### src/rtl/dmx6_pkg.sv
package dmx6_pkg;
  // Internal cycles (half dots) between accepted samples.
  function automatic int unsigned period_of(input logic dual);
    return dual ? 32'd4 : 32'd2;
  endfunction

  // Delay in half dots: one dot per step in two-chip mode, half a dot in single mode.
  function automatic int unsigned delay_of(input int unsigned ph, input logic dual);
    return dual ? 2 * ph : ph;
  endfunction

  // Channel receiving the idx-th sample of a cycle.
  function automatic int unsigned chan_of(input int unsigned idx, input logic asc,
                                          input int unsigned nch);
    return asc ? idx : (nch - 1 - idx);
  endfunction
endpackage

### src/rtl/dmx6_sync_capture.sv
module dmx6_sync_capture #(
  parameter int PHASE_W = 4
) (
  input  logic               clk,
  input  logic               rst_n,
  input  logic               hsync,
  input  logic               pol,
  input  logic               dir_asc,
  input  logic               split_grp,
  input  logic               dual_chip,
  output logic               sync_fall,
  output logic               pol_edge,
  output logic               dir_l,
  output logic               split_l,
  output logic               dual_l
);
  logic hsync_q, pol_q;

  assign sync_fall = hsync_q & ~hsync;
  assign pol_edge  = pol_q ^ pol;

  always_ff @(posedge clk or negedge rst_n) begin
    if (!rst_n) begin
      hsync_q <= 1'b0;
      pol_q   <= 1'b0;
      dir_l   <= 1'b1;
      split_l <= 1'b0;
      dual_l  <= 1'b0;
    end else begin
      hsync_q <= hsync;
      pol_q   <= pol;
      if (sync_fall) begin
        dir_l   <= dir_asc;
        split_l <= split_grp;
        dual_l  <= dual_chip;
      end
    end
  end
endmodule

### src/rtl/dmx6_sequencer.sv
module dmx6_sequencer
  import dmx6_pkg::*;
#(
  parameter int NCH     = 6,
  parameter int PHASE_W = 4
) (
  input  logic               clk,
  input  logic               rst_n,
  input  logic               sync_fall,
  input  logic [PHASE_W-1:0] phase_sel,
  input  logic               dual_chip,
  input  logic               dir_l,
  input  logic               dual_l,
  output logic               accept,
  output logic               last_slot,
  output logic [NCH-1:0]     cap_stb
);
  localparam int DLY_W  = PHASE_W + 1;
  localparam int PACE_W = 2;
  localparam int IDX_W  = $clog2(NCH);

  logic              armed;
  logic [DLY_W-1:0]  dly;
  logic [PACE_W-1:0] pace;
  logic [IDX_W-1:0]  idx;

  assign accept    = armed && (dly == '0) && (pace == '0);
  assign last_slot = (idx == IDX_W'(NCH - 1));

  always_ff @(posedge clk or negedge rst_n) begin
    if (!rst_n) begin
      armed <= 1'b0;
      dly   <= '0;
      pace  <= '0;
      idx   <= '0;
    end else if (sync_fall) begin
      armed <= 1'b1;
      dly   <= DLY_W'(delay_of(32'(phase_sel), dual_chip));
      pace  <= '0;
      idx   <= '0;
    end else if (armed) begin
      if (dly != '0) begin
        dly <= dly - 1'b1;
      end else if (pace != '0) begin
        pace <= pace - 1'b1;
      end else begin
        pace <= PACE_W'(period_of(dual_l) - 1);
        idx  <= last_slot ? '0 : idx + 1'b1;
      end
    end
  end

  for (genvar ch = 0; ch < NCH; ch++) begin : g_cap
    assign cap_stb[ch] = accept && (chan_of(32'(idx), dir_l, NCH) == unsigned'(ch));
  end

  AST_CAP_ONEHOT: assert property (@(posedge clk) disable iff (!rst_n)
    $onehot0(cap_stb));
  AST_CAP_SPACING: assert property (@(posedge clk) disable iff (!rst_n)
    (accept && !sync_fall) |=> !accept);
  AST_PHASE_HOLDOFF: assert property (@(posedge clk) disable iff (!rst_n)
    (sync_fall && phase_sel != '0) |=> !accept);
endmodule

### src/rtl/dmx6_xfer_gen.sv
module dmx6_xfer_gen (
  input  logic clk,
  input  logic rst_n,
  input  logic sync_fall,
  input  logic accept,
  input  logic last_slot,
  input  logic split_l,
  output logic xfer_lo,
  output logic xfer_hi
);
  logic lo_q, hi_q;

  always_ff @(posedge clk or negedge rst_n) begin
    if (!rst_n) begin
      lo_q <= 1'b0;
      hi_q <= 1'b0;
    end else if (sync_fall) begin
      lo_q <= 1'b0;
      hi_q <= 1'b0;
    end else begin
      lo_q <= accept && last_slot;
      hi_q <= lo_q;
    end
  end

  assign xfer_lo = lo_q;
  assign xfer_hi = split_l ? hi_q : lo_q;

  AST_SPLIT_APART: assert property (@(posedge clk) disable iff (!rst_n)
    (split_l && xfer_lo) |-> !xfer_hi);
  AST_FALL_CANCELS: assert property (@(posedge clk) disable iff (!rst_n)
    sync_fall |=> (!xfer_lo && !xfer_hi));
endmodule

### src/rtl/dmx6_gap_monitor.sv
module dmx6_gap_monitor #(
  parameter int MIN_GAP = 60
) (
  input  logic clk,
  input  logic rst_n,
  input  logic sync_fall,
  input  logic pol_edge,
  output logic timing_err
);
  localparam int GAP_W = $clog2(MIN_GAP + 1);
  localparam logic [GAP_W-1:0] GAP_MAX = {GAP_W{1'b1}};

  logic [GAP_W-1:0] gap;
  logic             seen, last_sync, err_q;
  logic             other_kind, too_close;

  assign other_kind = sync_fall ? !last_sync : last_sync;
  assign too_close  = (gap < GAP_W'(MIN_GAP - 1));

  always_ff @(posedge clk or negedge rst_n) begin
    if (!rst_n) begin
      gap       <= '0;
      seen      <= 1'b0;
      last_sync <= 1'b0;
      err_q     <= 1'b0;
    end else if (sync_fall || pol_edge) begin
      err_q     <= (sync_fall && pol_edge) || (seen && other_kind && too_close);
      gap       <= '0;
      seen      <= 1'b1;
      last_sync <= sync_fall;
    end else begin
      err_q <= 1'b0;
      gap   <= (gap == GAP_MAX) ? gap : gap + 1'b1;
    end
  end

  assign timing_err = err_q;

  AST_ERR_CAUSE: assert property (@(posedge clk) disable iff (!rst_n)
    timing_err |-> $past(sync_fall || pol_edge));
endmodule

### src/rtl/dmx6_strobe_gen.sv
module dmx6_strobe_gen #(
  parameter int NCH     = 6,
  parameter int PHASE_W = 4,
  parameter int MIN_GAP = 60
) (
  input  logic               clk,
  input  logic               rst_n,
  input  logic               hsync,
  input  logic               pol,
  input  logic               dir_asc,
  input  logic               split_grp,
  input  logic [PHASE_W-1:0] phase_sel,
  input  logic               dual_chip,
  output logic [NCH-1:0]     cap_stb,
  output logic               xfer_lo,
  output logic               xfer_hi,
  output logic               timing_err
);
  logic sync_fall, pol_edge, dir_l, split_l, dual_l;
  logic accept, last_slot;

  dmx6_sync_capture #(.PHASE_W(PHASE_W)) u_cap (
    .clk(clk), .rst_n(rst_n), .hsync(hsync), .pol(pol),
    .dir_asc(dir_asc), .split_grp(split_grp), .dual_chip(dual_chip),
    .sync_fall(sync_fall), .pol_edge(pol_edge),
    .dir_l(dir_l), .split_l(split_l), .dual_l(dual_l)
  );

  dmx6_sequencer #(.NCH(NCH), .PHASE_W(PHASE_W)) u_seq (
    .clk(clk), .rst_n(rst_n), .sync_fall(sync_fall),
    .phase_sel(phase_sel), .dual_chip(dual_chip),
    .dir_l(dir_l), .dual_l(dual_l),
    .accept(accept), .last_slot(last_slot), .cap_stb(cap_stb)
  );

  dmx6_xfer_gen u_xfer (
    .clk(clk), .rst_n(rst_n), .sync_fall(sync_fall),
    .accept(accept), .last_slot(last_slot), .split_l(split_l),
    .xfer_lo(xfer_lo), .xfer_hi(xfer_hi)
  );

  dmx6_gap_monitor #(.MIN_GAP(MIN_GAP)) u_gap (
    .clk(clk), .rst_n(rst_n), .sync_fall(sync_fall), .pol_edge(pol_edge),
    .timing_err(timing_err)
  );

  logic final_cap;
  assign final_cap = dir_l ? cap_stb[NCH-1] : cap_stb[0];

  AST_XFER_AFTER_LAST: assert property (@(posedge clk) disable iff (!rst_n)
    xfer_lo |-> $past(final_cap));
  AST_DIR_START: assert property (@(posedge clk) disable iff (!rst_n)
    (sync_fall && phase_sel == '0) |=> (dir_l ? cap_stb[0] : cap_stb[NCH-1]));
endmodule

### config.mk
export PLATFORM = sky130hd
export DESIGN_NAME = dmx6_strobe_gen
export DESIGN_NICKNAME = d
export VERILOG_FILES = /design/src/rtl/dmx6_pkg.sv /design/src/rtl/dmx6_sync_capture.sv /design/src/rtl/dmx6_sequencer.sv /design/src/rtl/dmx6_xfer_gen.sv /design/src/rtl/dmx6_gap_monitor.sv /design/src/rtl/dmx6_strobe_gen.sv
export SDC_FILE = /design/constraint.sdc
export NUM_CORES = 1
export LEC_CHECK = 0
export ABC_CLOCK_PERIOD_IN_PS = 1670
export BUFFER_PORTS_ARGS = -buffer_cell sky130_fd_sc_hd__buf_2
export CAP_MARGIN = 20
export CORE_MARGIN = 4
export CORE_UTILIZATION = 45
export CTS_CLUSTER_SIZE = 12
export DETAILED_ROUTE_END_ITERATION = 8
export GPL_ROUTABILITY_DRIVEN = 0
export PLACE_DENSITY_LB_ADDON = 0.15
export SLEW_MARGIN = 30
export SYNTH_ARGS = -nofsm -noshare
export SYNTH_HDL_FRONTEND = slang
export SYNTH_SLANG_ARGS = --single-unit
### constraint.sdc
create_clock -name clk -period 1.67 [get_ports clk]
set_input_delay 0.167 -clock clk [delete_from_list [all_inputs] [get_ports clk]]
set_output_delay 0.167 -clock clk [all_outputs]
set_load 0.05 [all_outputs]
======== Word level (Yosys, flattened, before mapping) ========
Cells that the tools add are included.
word-level totals
  register bits after elaboration ......... 27
  bits of input ports ..................... 11
  output and inout port bits .............. 9
  logic and storage cells ................. 82
cells by class
  $add $sub $neg .......................... 6
  magnitude comparators ................... 1
  eq/ne operators ......................... 10
  muxes and demuxes ....................... 22
  bitwise gates (word level) .............. 3
  reduce and logical (&&, ||, !) cells .... 25
operators with widths
  cell                                                                      number
  32-bit by 2-bit == test with 1-bit output (second input constant)         2
  32-bit by 3-bit == test with 1-bit output (second input constant)         2
  32-bit by 1-bit == test with 1-bit output (second input constant)         1
  32-bit logical NOT                                                        1
  32-bit two-way mux                                                        1
  5-bit two-way mux                                                         4
  3-bit two-way mux                                                         5
  1-bit logical AND                                                         12
  6-bit two-way mux                                                         2
  2-bit two-way mux                                                         5
  6-bit by 1-bit adder with 6-bit output (second input constant)            1
  6-bit == test (second input constant)                                     1
  6-bit less-than comparator (second input constant)                        1
  2-bit by 1-bit inequality test with 1-bit output (second input constant)  3
  2-bit nonzero test                                                        3
  5-bit logical NOT                                                         1
  1-bit two-way mux                                                         5
  5-bit nonzero test                                                        1
  5-bit by 1-bit subtractor with 5-bit output (second input constant)       1
  2-bit AND reduction                                                       2
  2-bit by 1-bit subtractor with 2-bit output (second input constant)       2
  3-bit by 3-bit subtractor with 4-bit output (first input constant)        1
  3-bit by 1-bit adder with 3-bit output (second input constant)            1
  3-bit == test (second input constant)                                     1
  7 further kinds                                                           8

======== Longest topological paths before layout ========
Gate-level depths: netlist of run 1.
  depth after elaboration ................. 7
  mapped depth ............................ 5

======== Hierarchy ========
A second synthesis of run 1 with hierarchy kept.
unflattened totals
  cell total of the unflattened synthesis .. 148
  area, all modules ....................... 1485.2 um^2
by module, submodules not included
  module             times used  cells an instance  area each (um^2)  seq. area each (um^2)
  dmx6_sequencer     1           92                 782.0             275.3
  dmx6_gap_monitor   1           41                 429.2             225.2
  dmx6_sync_capture  1           10                 193.9             126.4
  dmx6_xfer_gen      1           5                  80.1              50.0

======== Worst setup path before layout of run 1 ========
No wires, ideal clock.
  path type ............................... reg-to-output
  from .................................... register u_seq.dly[0]
  to ...................................... output port cap_stb[4]
  data arrival time ....................... 1.807 ns
  required time ........................... 1.503 ns
  path slack .............................. -0.304 ns
  stages on the path, launching flop included .. 6
  buffers on the path ..................... 0
  path through ............................ dfrtp_1 > inv_1 > ha_1 > and4bb_2 > o2111ai_1 > nor2b_1
on the way
  cells in the longest elaborated chain, start to end .. 4
RTL lines
  element                          RTL line               source
  start, declared                  dmx6_sequencer.sv:23   logic [DLY_W-1:0] dly;
  start signal, assigned           dmx6_sequencer.sv:38   dly <= DLY_W'(delay_of(32'(phase_sel), dual_chip));
  start signal, assigned           dmx6_sequencer.sv:43   dly <= dly - 1'b1;
  5-bit logical NOT                dmx6_sequencer.sv:27   assign accept = armed && (dly == '0) && (pace == '0);
  1-bit logical AND (2 in series)  dmx6_sequencer.sv:27
  1-bit logical AND                dmx6_sequencer.sv:54   assign cap_stb[ch] = accept && (chan_of(32'(idx), dir_l, NCH) == unsigned'(ch));
  end, declared                    dmx6_strobe_gen.sv:14  output logic [NCH-1:0] cap_stb,
Every way passes these cells.

======== Worst setup path in the final report of run 1 ========
  from .................................... register u_seq.idx[2]
  to ...................................... output port cap_stb[4]
on the way
  cells in the longest elaborated chain, start to end .. 4
RTL lines
  element                                      RTL line              source
  start, declared                              dmx6_sequencer.sv:25  logic [IDX_W-1:0] idx;
  start signal, assigned                       dmx6_sequencer.sv:48  idx <= last_slot ? '0 : idx + 1'b1;
  3-bit by 3-bit subtractor with 4-bit output  dmx6_pkg.sv:15        return asc ? idx : (nch - 1 - idx);
  32-bit two-way mux *                         dmx6_pkg.sv:15
  32-bit by 3-bit == test with 1-bit output *  dmx6_sequencer.sv:54
  1-bit logical AND *                          dmx6_sequencer.sv:54
Mark *: on every way between the ends. The rest lies on a longest branch, timed or not.

==> flow_summary.ini, run 1 <==
[status]
status = finished, violations left
violations = setup timing

[setup_path]
critPathMaxStageDelay_ps = 470
start_kind = flop
worstPathCellList = ha_4 > nor3b_4 > o2111ai_2 > nor2b_2 > buf_6
path_max_fanout = 4
critPathSlowestCell = dfrtp_2
path_class = flop to primary output
cp_data_required_time_ps = 1500
crit_arrival_ps = 1780
rrSetupSlack_ps = 80
critPathCaptureType = primary output

[sta]
fin_tns_setup_ps = -1434
fmax_mhz = 513.9
setup-violations-final = 6
setup_slack_ps = -275.9
hold_violations = 0
finClkSkew_ps = 12.29
rsz0062_at_grt = true
hold_ws_ps = 99.53
fin_crit_sh = 1.165
slew_headroom = 0.5974
period_needed_ps = 1946
worst_pin_slew_ps = 604.0
slew_viol_final = 0

[cells_and_area]
fin_nets = 208
drive_above_1_share = 0.3403
final.fill_count = 266
multi_input_area_um2 = 882.1
final-seq-area_um2 = 678.2
syn2layout_area_growth_pct = 35.47
n_antenna_cell = 0

[clocking]
insertion_delay_ps = 340
tritoncts = done
clock-sinks = 27
root_buffer = clkbuf_4
clk_transition_reported_paths_ps = 140
htreeDepth = 1
cts_buffers = 3
cts_max_path_buffers = 2

[floorplan]
initial_core_util = 0.4738
placementRows = 20
die_w_um = 64.70
die_y_um = 64.70
dieArea_um2 = 4185
core_area_um2 = 3053
pin_count = 20

[logic_synthesis]
yosysWarnings = 0
mappedNetlistNets = 169
synth_seq_area_share = 0.4680
synth_cell_types = 40
synth_cells = 153
syn_area_um2 = 1446
async_flop_share = 1.000
synth-seq-cells = 27
avgSynthCellArea_um2 = 9.454
synthFlopType = dfrtp_1
synth_edf_count = 0

[drt]
ant_nets = 0
drt_iter0_drc = 46
wl_met2_mm = 1.573
viasPerCell = 5.540
wl_met3_um = 92
highest_layer = met4
wire_per_inst_um = 13.94
m1WireLength_mm = 1.560
detailroute.via_count = 1302
drcViolationCount = 0
wl_mm = 3.277
detail_route.first_pass.iterations = 4

[pwr]
seqPwrFrac = 0.461
power_switching_mw = 0.7128
p_comb_frac = 0.385
p_int_mw = 1.235
p_per_area_nw_per_um2 = 994.1
p_sw_frac = 0.3659
peakVddDrop_v = 0.0008240
p_clk_frac = 0.153
leakage_nw = 0.8331

[grt]
track_usage = 0.1727
grt_max_degree = 28
grt_pass1_wl_mm = 5.678
grt.overflow.total = 0
grt_pass1_vias = 1277
antenna_found_initial = 0

[worst_hold_path]
min_path_type = primary input to flop

[placed_design]
port-buffer-count = 19
dpl.hpwl_mm = 2.238

[run]
maxCapViolCount = 0
==> final timing paths <==
check / depth (start not counted) / endpoint / startpoint
setup reg to reg: 5 / u_seq.dly[1] / u_seq.dly[0]
max in group asynchronous: 2 / u_seq.idx[2] / rst_n
min in group asynchronous: 2 / u_cap.hsync_q / rst_n
hold reg to reg: 2 / u_cap.dual_l / u_cap.dual_l
setup / recovery: 5 / cap_stb[4] / u_seq.idx[2]
hold / removal: 3 / u_seq.dly[4] / phase_sel[3]
==> cells in the mapped netlist (all sizes together) (2+ instances only) <==
library cell	number	area share
o21ai	7	0.024
or3	3	0.013
dfrtp	26	0.45
and3	2	0.0086
or4b	2	0.014
a211oi	2	0.010
xnor2	2	0.012
mux2i	4	0.028
nor3	8	0.028
inv	7	0.018
nor2	7	0.018
o31ai	2	0.010
ha	5	0.043
clkbuf	4	0.010
nand2	18	0.047
nand4	3	0.013
a31oi	5	0.022
nor2b	7	0.030
and2	3	0.013
nand3	6	0.021
o2111ai	3	0.018
a21oi	10	0.035
==> stage by stage <==
stage / power (mW) / util / std cells / cell area [um2] / worst slack [ps]
2_1_floorplan: 1.262 / - / 153 / 1481 / -91.95
3_3_place_gp: 1.441 / 0.5541 / 222 / 1692 / -36.31
3_5_place_dp: 1.461 / 0.5541 / 222 / 1692 / -122.4
4_1_cts: 1.912 / 0.6328 / 235 / 1932 / -274.5
5_1_grt: 2.080 / 0.6418 / 235 / 1959 / -379.5
6_report: 1.948 / 0.6418 / 235 / 1959 / -275.9
==> area by class of cell <==
class                      count  area share
sequential                    27      0.3461
inverter                       7     0.01341
timing repair buffer          38      0.1469
tap                           44     0.02810
multi-input combinational    115      0.4502
clock buffer                   3     0.01149
clock inverter                 1    0.003831
==> logic make-up after synthesis <==
| kind of cell | synth area share |
|---|---|
| AO/OA/AOI/OAI | 0.1427 |
| XOR/XNOR | 0.01817 |
| adder cells (fa/ha/maj) | 0.04325 |
| multiplexers | 0.03547 |
| AND/OR/NAND/NOR | 0.2639 |
| buffers and inverters | 0.02855 |
| flip-flops | 0.4680 |
==> worst max-delay path: cells and delay by family, from the launching register on <==
family | cells | cell delay, ps
AO/OA/AOI/OAI | 1 | 160
AND/OR/NAND/NOR | 2 | 360
adder cells (fa/ha/maj) | 1 | 290
flip-flops | 1 | 470
buffers and inverters | 1 | 170
==> state kept, by name, indices dropped and copies added (netlist names), 2 cells and up <==
register and flops:
u_gap.gap 6, u_seq.dly 5, u_seq.idx 3, u_seq.pace 2
==> power by group through the flow <==
stage                     clock, mW  combinational [mW]  sequential [mW]
after floorplan                   0               0.411            0.852
after global placement            0               0.561            0.879
after detailed placement          0               0.576            0.886
after CTS                     0.314               0.707            0.891
after global routing          0.339               0.822            0.919
final                         0.299               0.751            0.898
==> routing by layer <==
metal	up-vias	global-route usage
met5	-	0
met4	0	0.06596
met3	6	0.02253
met2	21	0.2887
met1	637	0.2278
li1	638	-
==> cells in the final DEF (no fill, tap or decap), drive strengths merged, types with 3 or more instances in the layout <==
cell type,count
a21oi,10
a31oi,5
and2,3
buf,33
clkbuf,3
dfrtp,26
dlygate4sd3,5
ha,5
inv,7
mux2i,4
nand2,18
nand3,6
nand4,3
nor2,7
nor2b,7
nor3,8
o2111ai,3
o21ai,7
or3,3
==> repair_timing <==
action,in CTS,in global routing
pin swaps,2,0
endpoints found under the hold margin,30,0
setup endpoints to repair,6,7
hold buffers,5,0
cloned,0,0
setup buffers,4,0
resized for setup,31,4
(Power assumes the default switching activity.)
==> run 2, diff against run 1 <==
--- a/config.mk
+++ b/config.mk
@@ -8,8 +8,10 @@
 export ABC_CLOCK_PERIOD_IN_PS = 1670
 export BUFFER_PORTS_ARGS = -buffer_cell sky130_fd_sc_hd__buf_2
 export CAP_MARGIN = 20
+export CORE_ASPECT_RATIO = 1.75
 export CORE_MARGIN = 4
 export CORE_UTILIZATION = 45
+export CTS_BUF_LIST = sky130_fd_sc_hd__clkbuf_16
 export CTS_CLUSTER_SIZE = 12
 export DETAILED_ROUTE_END_ITERATION = 8
 export GPL_ROUTABILITY_DRIVEN = 0
==> run 2 against run 1 <==
Net effect: the run still ends with setup timing left; sequential power about the same; core utilization fell by 0.090 points; clock skew decreased by 9.3 ps; routed wire length increased by 9.1%; total power rose by 17%; critical path type unchanged; critical endpoint unchanged.
==> flow_summary.ini, run 2 (synthesized netlist as in run 1, its figures left out) <==
[grt]
antenna_found_initial = 0
grt_pass1_vias = 1291
track_usage = 0.1877
grt.overflow.total = 0
grt_max_degree = 28
grt_pass1_wl_mm = 6.147

[sta]
slew_viol_final = 0
setup_slack_ps = -151.9
worst_pin_slew_ps = 604.0
rsz0062_at_grt = true
hold_violations = 0
slew_headroom = 0.5973
finClkSkew_ps = 2.993
fin_tns_setup_ps = -804.2
setup-violations-final = 6
fin_crit_sh = 1.091
fmax_mhz = 548.9
period_needed_ps = 1822

[clocking]
clk_transition_reported_paths_ps = 70
root_buffer = clkbuf_16
cts_max_path_buffers = 2
htreeDepth = 1
clock-sinks = 27
tritoncts = done
cts_buffers = 3
insertion_delay_ps = 260

[setup_path]
cp_data_required_time_ps = 1500
cp_top_family = flip-flops
critPathSlowestCell = dfrtp_2
start_kind = flop
worstPathCellList = ha_4 > nor3b_4 > o2111ai_2 > nor2b_2 > buf_6
path_class = flop to primary output
crit_arrival_ps = 1650
critPathMaxStageDelay_ps = 450
path_max_fanout = 4
crit_buf_inv = 1
critPathCaptureType = primary output

[status]
status = finished, violations left
violations = setup timing

[cells_and_area]
final_cell_mix = 25 x dfrtp_1, 19 x buf_4, 18 x nand2_1
n_antenna_cell = 0
top_register = u_gap.gap
syn2layout_area_growth_pct = 37.72
fin_nets = 209
instances_no_fill = 235
largest_reg_flops = 6
final_common_cell = dfrtp_1
fin_util = 0.6409
final.fill_count = 278
reg.largest.list = u_gap.gap: 6 flops, u_seq.dly: 5 flops, u_seq.idx: 3 flops
drive_above_1_share = 0.3698

[floorplan]
core_area_um2 = 3108
die_y_um = 83
placementRows = 27
initial_core_util = 0.4654
die_w_um = 50.86
dieArea_um2 = 4221
pin_count = 20

[drt]
ant_nets = 0
viasPerCell = 5.506
wl_mm = 3.575
drt_iter0_drc = 45
drcViolationCount = 0
detailroute.via_count = 1294
detail_route.first_pass.iterations = 4
wire_per_inst_um = 15.21

[pwr]
power.total_mw = 2.288
leakage_nw = 0.8692
peakVddDrop_v = 0.0007531
p_per_area_nw_per_um2 = 1149

[placed_design]
port-buffer-count = 19
place_ws_ps = -159.1
placed_cells = 221
dpl.hpwl_mm = 2.459

[worst_hold_path]
min_path_type = primary input to flop

[run]
maxCapViolCount = 0
==> run 2: cell count changes in the layout (fill, tap and decap cells not counted), moves of 2 or more <==
cell,delta
buf_4,+5
clkbuf_16,+3
clkbuf_4,-3
dlygate4sd3_1,-4
mux2i_2,+2
mux2i_4,-2
==> run 2: final cells by class <==
type / instances / area, um2 / share of cell area
Sequential cell: 27 / 678.2 / 0.3405
Timing Repair Buffer: 39 / 285.3 / 0.1432
Tap cell: 43 / 53.80 / 0.02701
Clock inverter: 1 / 8.758 / 0.004397
Inverter: 7 / 26.28 / 0.01319
Clock buffer: 3 / 75.07 / 0.03769
Multi-Input combinational cell: 115 / 864.6 / 0.4340
==> run 2: layer usage <==
layer | wire, um | global-route usage
met5 | 0 | 0
met4 | 37 | 0.06618
met3 | 95 | 0.02154
met2 | 2067 | 0.3393
met1 | 1375 | 0.2207
==> run 2: what timing repair did <==
item	CTS	global route
hold buffers	1	0
pin swaps	3	1
gates resized for setup	29	6
endpoints found under the hold margin	26	0
setup buffers	9	0
endpoints found under the setup margin	6	11
cloned	0	0
==> run 2: per-stage QoR <==
| stage | hold WS (ps) | area, um2 |
|---|---|---|
| after global routing | 27.68 | 1992 |
| final | 30.35 | 1992 |
| after CTS | 27.12 | 1967 |
| after detailed placement | 222.2 | 1690 |
| after global placement | 196.4 | 1690 |
| after floorplan | -128.6 | 1481 |
==> run 2: final timing paths <==
check / endpoint / slack [ps] / depth (start not counted) / startpoint
setup reg to reg: u_seq.dly[1] / 80 / 7 / u_seq.dly[1]
hold / removal: u_cap.pol_q / 30 / 1 / pol
setup / recovery: cap_stb[4] / -150 / 5 / u_seq.idx[2]
max in group asynchronous: u_seq.idx[2] / 800 / 2 / rst_n
min in group asynchronous: u_seq.idx[0] / 450 / 2 / rst_n
hold reg to reg: u_cap.dual_l / 490 / 2 / u_cap.dual_l
==> run 2: report_power, final <==
group / total [mW] / switching (mW) / internal, mW
Sequential: 0.899 / 0.144 / 0.755
Clock: 0.570 / 0.238 / 0.331
Combinational: 0.819 / 0.388 / 0.431
==> run 3, diff against run 2 <==
--- a/config.mk
+++ b/config.mk
@@ -15,6 +15,7 @@
 export CTS_CLUSTER_SIZE = 12
 export DETAILED_ROUTE_END_ITERATION = 8
 export GPL_ROUTABILITY_DRIVEN = 0
+export HOLD_SLACK_MARGIN = 0.1
 export PLACE_DENSITY_LB_ADDON = 0.15
 export SLEW_MARGIN = 30
 export SYNTH_ARGS = -nofsm -noshare
==> run 3 against run 2 <==
Net effect: the run still ends with setup timing left; hold slack gained 69 ps; largest power group unchanged; clock power grew 1%; combinational power up 0.9%; sequential cell count stayed put; critical path depth stayed put; final area rose by 1.5%.
==> flow_summary.ini, run 3 (synthesized netlist as in run 1, its figures left out) <==
[status]
status = finished, violations left
violations = setup timing

[sta]
fin_tns_setup_ps = -831.2
setup_slack_ps = -156.1
period_needed_ps = 1826
fin_crit_sh = 1.093
slew_viol_final = 0
setup-violations-final = 6
hold_violations = 0
fmax_mhz = 547.6
worst_pin_slew_ps = 602.8
finClkSkew_ps = 4.979
slew_headroom = 0.5981
rsz0062_at_grt = true

[cells_and_area]
top_register = u_gap.gap
reg.largest.list = u_gap.gap: 6 flops, u_seq.dly: 5 flops, u_seq.idx: 3 flops
final_common_cell = dfrtp_1
fin_area_um2 = 2022
drive_above_1_share = 0.3641
largest_reg_flops = 6
fin_util = 0.6506
n_antenna_cell = 0
final_cell_mix = 25 x dfrtp_1, 19 x buf_4, 18 x nand2_1
fin_nets = 212
syn2layout_area_growth_pct = 39.79

[clocking]
htreeDepth = 1
root_buffer = clkbuf_16
insertion_delay_ps = 270
cts_buffers = 3
cts_max_path_buffers = 2
tritoncts = done
clock-sinks = 27
clk_transition_reported_paths_ps = 70

[setup_path]
crit_arrival_ps = 1660
start_kind = flop
cp_top_family = flip-flops
path_class = flop to primary output
critPathSlowestCell = dfrtp_2
worstPathCellList = ha_4 > nor3b_4 > o2111ai_2 > nor2b_2 > buf_6
rrSetupSlack_ps = 80
critPathCaptureType = primary output
cp_data_required_time_ps = 1500
critPathMaxStageDelay_ps = 450
path_max_fanout = 4
crit_buf_inv = 1

[grt]
grt.busiest_layer = met2
grt.overflow.total = 0
use_met2 = 0.3393
grt_use_met3 = 0.02154
grt_max_degree = 28
grt_util_met1 = 0.2242
antenna_found_initial = 0
grt_pass1_wl_mm = 6.196
track_usage = 0.1888
grt_pass1_vias = 1300

[drt]
wire_per_inst_um = 15.22
detail_route.first_pass.iterations = 4
wl_mm = 3.623
viasPerCell = 5.555
drt_iter0_drc = 32
drcViolationCount = 0
detailroute.via_count = 1322
ant_nets = 0

[placed_design]
place_ws_ps = -159.1
dpl.hpwl_mm = 2.459
port-buffer-count = 19
placed_area_um2 = 1690

[pwr]
p_per_area_nw_per_um2 = 1138
power.total_mw = 2.300
peakVddDrop_v = 0.0007521
leakage_nw = 0.8818

[worst_hold_path]
min_path_type = primary input to flop

[run]
maxCapViolCount = 0

[floorplan]
placementRows = 27
pin_count = 20
die_w_um = 50.86
die_y_um = 83
dieArea_um2 = 4221
initial_core_util = 0.4654
core_area_um2 = 3108
[run 3: cell count changes in the layout (fill, tap and decap cells not counted), sizes merged]
cell / delta
dlygate4sd3: +3
[run 3: worst paths after layout]
check	from	endpoint	cells past startpoint
max	u_seq.idx[2]	cap_stb[4]	5
min	split_grp	u_cap.split_l	3
max reg2reg	u_seq.dly[1]	u_seq.dly[1]	7
min reg2reg	u_cap.dual_l	u_cap.dual_l	2
max in group asynchronous	rst_n	u_seq.idx[2]	2
min in group asynchronous	rst_n	u_seq.idx[0]	2
[run 3: cell type report]
| cell class | count | area [um2] |
|---|---|---|
| flip-flops and latches | 27 | 678.2 |
| well taps | 43 | 53.80 |
| clock inverters | 1 | 8.758 |
| multi-input cells | 115 | 864.6 |
| clock buffers | 3 | 75.07 |
| repair buffers | 42 | 315.3 |
| inverters | 7 | 26.28 |
| fillers | 277 | 1086 |
[run 3: worst reg2reg max path: stages, from the launching register on]
cell and delay [ps]:
dfrtp_1 390, inv_2 80, ha_4 130, buf_4 110, buf_4 110, nor4b_2 280, nor3_1 80, o31a_1 290
[run 3: repair_timing]
item / in CTS / in global routing
setup buffers: 9 / 0
hold buffers: 4 / 0
pin swaps: 3 / 1
endpoints found under the setup margin: 6 / 11
resized for setup: 29 / 6
hold endpoints to repair: 29 / 0
[run 3: report_power, final]
| part | switching (mW) | internal [mW] | leakage [nW] |
|---|---|---|---|
| logic | 0.390 | 0.436 | 0.503 |
| registers | 0.144 | 0.755 | 0.337 |
| clock network | 0.244 | 0.332 | 0.0415 |
[run 3: metal layers]
layer,share of wire,wire (um),up-vias
li1,-,-,640
met1,0.39,1415,655
met2,0.57,2075,21
met3,0.022,79,6
met4,0.014,52,0
met5,0,0,-
[run 3: metrics by stage]
stage                     std cells  hold slack (ps)
after floorplan                 153           -128.6
final                           238            99.28
after detailed placement        221            222.2
after global routing            238            116.0
after CTS                       238            105.8
after global placement          221            196.4
